--- src/rtl/qps_pkg.sv ---
package qps_pkg;
  localparam int PH_N = 4;
  typedef logic [PH_N-1:0] phase_t;
  localparam phase_t PH_RESET = 4'b0001;

  function automatic phase_t ph_rotate(input phase_t p);
    return {p[PH_N-2:0], p[PH_N-1]};
  endfunction
endpackage

--- src/rtl/qps_phase_ring.sv ---
module qps_phase_ring
  import qps_pkg::*;
(
  input  logic   clk,
  input  logic   rst,
  output phase_t ph,
  output logic   ck_out
);
  always_ff @(posedge clk) begin
    if (rst) begin
      ph     <= PH_RESET;
      ck_out <= 1'b1;
    end else begin
      ph     <= ph_rotate(ph);
      ck_out <= ph[3] | ph[0];
    end
  end


  ph_onehot_chk: assert property (@(posedge clk) disable iff (rst)
    $countones(ph) == 1);

  ph_order_chk: assert property (@(posedge clk) disable iff (rst)
    ph[3] |=> ph[0]);

  ck_high_chk: assert property (@(posedge clk) disable iff (rst)
    (ph[0] | ph[1]) |-> ck_out);

  ck_low_chk: assert property (@(posedge clk) disable iff (rst)
    (ph[2] | ph[3]) |-> !ck_out);
endmodule

--- src/rtl/qps_fetch.sv ---
module qps_fetch
  import qps_pkg::*;
#(
  parameter int PC_W = 10,
  parameter int IW   = 14,
  parameter logic [IW-1:0] NOP_WORD = '0
) (
  input  logic            clk,
  input  logic            rst,
  input  phase_t          ph,
  input  logic            take,
  input  logic [PC_W-1:0] target,
  input  logic [IW-1:0]   imem_rdata,
  output logic [PC_W-1:0] pc,
  output logic [IW-1:0]   pf_word
);
  localparam logic [PC_W-1:0] PC_ONE = {{(PC_W-1){1'b0}}, 1'b1};

  always_ff @(posedge clk) begin
    if (rst) begin
      pc      <= '0;
      pf_word <= NOP_WORD;
    end else begin
      if (ph[2]) pf_word <= imem_rdata;
      if (ph[3]) pc <= take ? target : pc + PC_ONE;
    end
  end


  pc_hold_chk: assert property (@(posedge clk) disable iff (rst)
    !ph[3] |=> $stable(pc));

  pc_step_chk: assert property (@(posedge clk) disable iff (rst)
    (ph[3] && !take) |=> pc == $past(pc) + PC_ONE);

  pc_jump_chk: assert property (@(posedge clk) disable iff (rst)
    (ph[3] && take) |=> pc == $past(target));
endmodule

--- src/rtl/qps_exec.sv ---
module qps_exec
  import qps_pkg::*;
#(
  parameter int IW    = 14,
  parameter int OPC_W = 3,
  parameter logic [OPC_W-1:0] BR_OPC = 3'b101,
  parameter logic [IW-1:0] NOP_WORD = '0
) (
  input  logic          clk,
  input  logic          rst,
  input  phase_t        ph,
  input  logic [IW-1:0] pf_word,
  input  logic          br_req,
  output logic          take,
  output logic [IW-1:0] ir,
  output logic          ir_valid,
  output logic          ir_branch,
  output logic          dm_rd,
  output logic          dm_wr
);
  logic pf_is_br;
  assign pf_is_br = (pf_word[IW-1 -: OPC_W] == BR_OPC);
  assign take     = ph[3] & ir_valid & ir_branch & br_req;

  always_ff @(posedge clk) begin
    if (rst) begin
      ir        <= NOP_WORD;
      ir_valid  <= 1'b0;
      ir_branch <= 1'b0;
      dm_rd     <= 1'b0;
      dm_wr     <= 1'b0;
    end else begin
      if (ph[3]) begin
        ir        <= take ? NOP_WORD : pf_word;
        ir_valid  <= !take;
        ir_branch <= !take && pf_is_br;
      end
      dm_rd <= ph[0] & ir_valid;
      dm_wr <= ph[2] & ir_valid;
    end
  end


  rd_phase_chk: assert property (@(posedge clk) disable iff (rst)
    dm_rd |-> ph[1]);

  wr_phase_chk: assert property (@(posedge clk) disable iff (rst)
    dm_wr |-> ph[3]);

  strobe_bubble_chk: assert property (@(posedge clk) disable iff (rst)
    (dm_rd | dm_wr) |-> ir_valid);

  squash_chk: assert property (@(posedge clk) disable iff (rst)
    take |=> (!ir_valid && !ir_branch));

  ir_hold_chk: assert property (@(posedge clk) disable iff (rst)
    !ph[3] |=> $stable(ir));

  br_valid_chk: assert property (@(posedge clk) disable iff (rst)
    ir_branch |-> ir_valid);
endmodule

--- src/rtl/quad_phase_pipe.sv ---
module quad_phase_pipe
  import qps_pkg::*;
#(
  parameter int PC_W  = 10,
  parameter int IW    = 14,
  parameter int OPC_W = 3,
  parameter logic [OPC_W-1:0] BR_OPC = 3'b101,
  parameter logic [IW-1:0] NOP_WORD = '0
) (
  input  logic            clk,
  input  logic            rst,
  output logic [PC_W-1:0] imem_addr,
  input  logic [IW-1:0]   imem_rdata,
  output logic            dm_rd,
  output logic            dm_wr,
  input  logic            br_req,
  input  logic [PC_W-1:0] br_target,
  output logic            clk_out,
  output logic [3:0]      phase,
  output logic [IW-1:0]   ex_word,
  output logic            ex_valid,
  output logic            ex_branch
);
  phase_t        ph;
  logic          take;
  logic [IW-1:0] pf_word;

  assign phase = ph;

  qps_phase_ring u_ring (
    .clk    (clk),
    .rst    (rst),
    .ph     (ph),
    .ck_out (clk_out)
  );

  qps_fetch #(.PC_W(PC_W), .IW(IW), .NOP_WORD(NOP_WORD)) u_fetch (
    .clk        (clk),
    .rst        (rst),
    .ph         (ph),
    .take       (take),
    .target     (br_target),
    .imem_rdata (imem_rdata),
    .pc         (imem_addr),
    .pf_word    (pf_word)
  );

  qps_exec #(.IW(IW), .OPC_W(OPC_W), .BR_OPC(BR_OPC), .NOP_WORD(NOP_WORD)) u_exec (
    .clk       (clk),
    .rst       (rst),
    .ph        (ph),
    .pf_word   (pf_word),
    .br_req    (br_req),
    .take      (take),
    .ir        (ex_word),
    .ir_valid  (ex_valid),
    .ir_branch (ex_branch),
    .dm_rd     (dm_rd),
    .dm_wr     (dm_wr)
  );
endmodule

--- config.mk ---
export PLATFORM = sky130hd
export DESIGN_NAME = quad_phase_pipe
export DESIGN_NICKNAME = d
export VERILOG_FILES = /design/src/rtl/qps_pkg.sv /design/src/rtl/qps_phase_ring.sv /design/src/rtl/qps_fetch.sv /design/src/rtl/qps_exec.sv /design/src/rtl/quad_phase_pipe.sv
export SDC_FILE = /design/constraint.sdc
export NUM_CORES = 1
export LEC_CHECK = 0
export ABC_AREA = 1
export BUFFER_PORTS_ARGS = -buffer_cell sky130_fd_sc_hd__buf_2
export CORE_MARGIN = 3
export CORE_UTILIZATION = 49
export CTS_CLUSTER_DIAMETER = 30
export DETAILED_ROUTE_END_ITERATION = 12
export GPL_ROUTABILITY_DRIVEN = 0
export GPL_TIMING_DRIVEN = 0
export PLACE_DENSITY = 0.87
export SLEW_MARGIN = 5
export SYNTH_ARGS = -nofsm -noshare
export SYNTH_HDL_FRONTEND = slang
export SYNTH_SLANG_ARGS = --single-unit
--- constraint.sdc ---
create_clock -name clk -period 1.6 [get_ports clk]
set_clock_uncertainty 0.1 [all_clocks]
set_input_delay 0.4 -clock clk [delete_from_list [all_inputs] [get_ports clk]]
set_output_delay 0.4 -clock clk [all_outputs]
set_load 0.02 [all_outputs]
# After elaboration in Yosys (flattened, before gate mapping)

Index checks and enable logic that the tools add are counted.

Register bits: 47
Input bits: 27
Output and inout port bits: 33
Logic and storage cells: 21

Add/subtract/negate cells: 1
Equal/unequal tests: 1
Mux-type cells: 2
Bitwise logic cells: 6
Reductions and logical operators: 2

Operators with widths:

| cell                  | number |
|---|---|
| $mux 14               | 1 |
| $add 10x1->10 const B | 1 |
| $mux 10               | 1 |
| $and 1x1->1           | 5 |
| $eq 3x3->1 const B    | 1 |
| $logic_and 1x1->1     | 1 |
| $logic_not 1->1       | 1 |
| $or 1x1->1            | 1 |

# Logic depth before layout (Yosys ltp)

Depth in word-level cells: 5
Depth in mapped cells: 8
Mapped depth without buffers: 8

# Cells and area by module

A second synthesis with hierarchy kept.

Cell total of the unflattened synthesis: 261
Area, all modules: 2,079.5 um^2

Modules (own cells, without submodules):

| module         | instances | cells each | area an instance (um^2) | seq. area each (um^2) |
|---|---|---|---|---|
| qps_fetch      | 1         | 161        | 1,148.6                 | 480.5 |
| qps_exec       | 1         | 86         | 794.5                   | 360.3 |
| qps_phase_ring | 1         | 14         | 136.4                   | 100.1 |

# Worst setup path after synthesis

Ideal clock, no wire load.

Kind: reg2reg
Start: register u_fetch.pc[0]
End: register u_fetch.pc[8]
Library setup time: 0.112 ns
Arrival time: 1.190 ns
Required time: 1.388 ns
Slack: 0.198 ns
Stages on the path, launching flop included: 9
Path buffers: 0
Period minus slack after synthesis: 1.402 ns
Cell sequence: dfxtp_1 ha_1 nand2_1 nor2_1 nand3_1 nand2_1 nand3_1 nand2_1 nand2_1

Longest elaborated chain between the ends: 2

Ends and longest elaborated chain:

| element                | line            | text |
|---|---|---|
| from (decl)            | qps_fetch.sv:14 | `output logic [PC_W-1:0] pc,` |
| from (signal assigned) | qps_fetch.sv:25 | `if (ph[3]) pc <= take ? target : pc + PC_ONE;` |
| $add 10x1->10          | qps_fetch.sv:25 |  |
| $mux 10                | qps_fetch.sv:25 |  |

No other way between the ends.
A chain may end at the register's enable or synchronous reset.

# Worst setup path after layout

Start: register u_ring.ph[3]
End: output port phase[3]

RTL lines:

| element                | line                  | text |
|---|---|---|
| from (decl)            | qps_phase_ring.sv:6   | `output phase_t ph,` |
| from (signal assigned) | qps_phase_ring.sv:14  | `ph <= ph_rotate(ph);` |
| to (decl)              | quad_phase_pipe.sv:19 | `output logic [3:0] phase,` |

No word-level cell between the ends.

==> results by group <==
Floorplanning
  • Die height: roughly 68 µm
  • # rows: 21
  • DIE WIDTH: 67.66 µm
  • I/O pins: 60
  • Starting density of the core: a little over half
  • Core Region: between 3000 and 4000 µm²
  • Die area: around 4600 µm²

STA
  • Max-slew violations: 0
  • Sum Neg Setup Slack: 0 ns
  • Fmax: roughly 0.67 GHz
  • # setup viols final: 0
  • Final Cycle Share: a little over nine tenths
  • Slew headroom: 72.03%
  • RSZ-0062 raised after global routing: no
  • Final Hold Vio Count: 0
  • Final worst path period need: 1.501 ns
  • PnR worst setup slack: 0.09898 ns
  • Least-Margin Pin Slew: 0.4195 ns

Layout
  • Filler cells: 322
  • Final instance area: ~2300 µm²
  • Post-layout util: approximately two thirds
  • Ratio of cells with drive above 1 in the final layout: approximately a quarter
  • # diodes: 0
  • Final #Nets: approximately 340
  • Area delta synth->final: 23.51%

Place
  • Placed instance area: 2216 µm²
  • Post-DP HPWL: between 3000 and 4000 µm
  • Port bufs: 59
  • Pre-CTS setup slack: about 0.081 ns

Route
  • Vias: around 1800
  • DRT iter0 DRCs: between 100 and 150
  • ANT nets after route: 0
  • Avg WL per Cell: around 12 µm
  • Residual DRC count: 0
  • Routed WL: 4362 µm
  • Pre-Repair DR Iteration Count: 5
  • Vias/cell: about 5

Global routing
  • Vias in the first global route: 1562
  • Initial antenna violation count: 0
  • Grt total ovfl: 0
  • Largest net degree at the start of global routing: 15
  • Overall Global Routing Usage: about a fifth
  • Global-route wire length before repair: just under 7000 µm

Logic synthesis
  • Most instantiated library cell after synthesis: nand2_1
  • Average cell area after synthesis: 7.730 µm²
  • Top FF cell, synth: dfxtp_1
  • Post-Syn Instances: 241
  • Synthesized cell area: approximately 1900 µm²
  • Largest cells by area after synthesis: dfxtp_1, nand2_1, inv_1
  • #FFs+latches synth: 47
  • Sequential area share after synthesis: 50.50%
  • Number of flops mapped to enable cells by yosys: 0
  • Most common library cells after synthesis: nand2_1, dfxtp_1, inv_1, nor2_1, o21ai_0
  • Synthesized net count: 269
  • Synth unique cells: 24
  • Yosys top cell by area: dfxtp_1
  • Yosys top cell area share: roughly 51%
  • YS warnings: 0
  • FFs w/ async S/R, synth: 0%

Clock network
  • Post-cts hold buffer count: 0
  • Number of post-CTS setup repair buffers: 0
  • PostCTS Resize Cnt: 0
  • CTS tree: done
  • Clock Path Buffers: 2
  • Clk slew on worst S/H paths: approximately 0.090 ns
  • Root Buffer: clkbuf_8
  • Clock sinks: 47
  • Clock latency on the worst-skew pair: approximately 0.30 ns
  • CTS Buf Count: 5
  • H-tree depth: 2

Worst setup path
  • Max stage delay on crit path: approximately 0.48 ns
  • CP arrival: 1.00 ns
  • Crit path required time: between 1 and 1.5 ns
  • Crit Path Category: reg2out
  • Worst path slowest cell: dfxtp_1
  • Worst path cell trace: buf_2
  • Crit-path max FO: 7
  • Largest delay share family, worst path: flip-flops
  • Worst path bufs/invs: 1
  • Setup crit start kind: flip-flop
  • CP Capture Type: output pin

Min path
  • Hold WC Path Type: in2reg

Outcome
  • Outcome: finished, final reports clean

Power
  • Power Dens Cells: around 900 nW/µm²
  • Pwr Total: 0.002069 W
  • LEAKAGE: approximately 1.1 nW
  • Worst VDD drop: about 0.00069 V

Job
  • Max-cap violation count: 0
## per-layer routing
layer	track usage, %	share of wire [%]	up-vias
met5	0	0	-
met4	10.63	2.3	0
met3	6.323	7.2	11
met2	33.54	48	62
met1	24.15	42	776
li1	-	-	919
## path summary, 6_finish.rpt
kind | startpoint | endpoint | slack [ns] | depth (start not counted)
worst max-delay path | u_ring.ph[3] | phase[3] | 0.1 | 1
worst min register to register | u_ring.ph[1] | u_ring.ph[2] | 0.33 | 2
worst min-delay path | br_target[2] | u_fetch.pc[2] | 0.27 | 3
worst max register to register | u_fetch.pc[0] | u_fetch.pc[4] | 0.14 | 6
## kinds of logic after synthesis
| family | count (synthesis) | synth area share (%) |
|---|---|---|
| compound gates | 56 | 17.06 |
| xor+xnor | 1 | 0.4702 |
| fa+ha+maj | 1 | 0.6715 |
| buf+inv | 43 | 10.01 |
| flops | 47 | 50.50 |
| simple gates | 93 | 21.29 |
## through the flow
| step | hold WS (ns) | std cells |
|---|---|---|
| detailed placement | 0.3170 | 346 |
| global route | 0.2727 | 354 |
| global placement | 0.3038 | 346 |
| finish | 0.2704 | 354 |
| floorplan | 0.3290 | 241 |
| CTS | 0.2645 | 354 |
## final cells by class
class / count / area (µm²) / area share, %
Multi-Input combinational cell: 151 / 735.7 / 31.97
Tap cell: 46 / 57.56 / 2.501
Timing Repair Buffer: 59 / 295.3 / 12.83
Clock inverter: 2 / 12.51 / 0.5438
Clock buffer: 6 / 72.57 / 3.154
Buffer: 9 / 58.81 / 2.556
Sequential cell: 47 / 940.9 / 40.89
Inverter: 34 / 127.6 / 5.546
## cells in the final DEF, fill, tap and decap left out, drive strengths merged
| cell type | n |
|---|---|
| a21oi | 17 |
| a211oi | 1 |
| o21bai | 1 |
| o211ai | 1 |
| inv | 33 |
| buf | 66 |
| nand3 | 11 |
| o21ai | 24 |
| clkinv | 2 |
| dfxtp | 47 |
| ha | 1 |
| clkinvlp | 1 |
| nor3 | 1 |
| o31ai | 12 |
| nand4 | 4 |
| xor2 | 1 |
| nand2 | 52 |
| nor2 | 25 |
| clkbuf | 8 |
## sequential cells by signal (all words and copies together) (netlist names)
signal	cells
u_exec.ir	14
u_fetch.pf_word	14
u_fetch.pc	10
u_ring.ph	4
u_exec.dm_rd	1
u_exec.dm_wr	1
u_exec.ir_branch	1
u_exec.ir_valid	1
u_ring.ck_out	1
## power by group
part	leakage [nW]	switching (W)	internal (W)
clock network	0.0412	0.000391	0.000306
registers	0.382	0.0000141	0.00120
logic	0.671	0.0000976	0.0000588
Note: power is estimated with default switching activity, not from simulation.
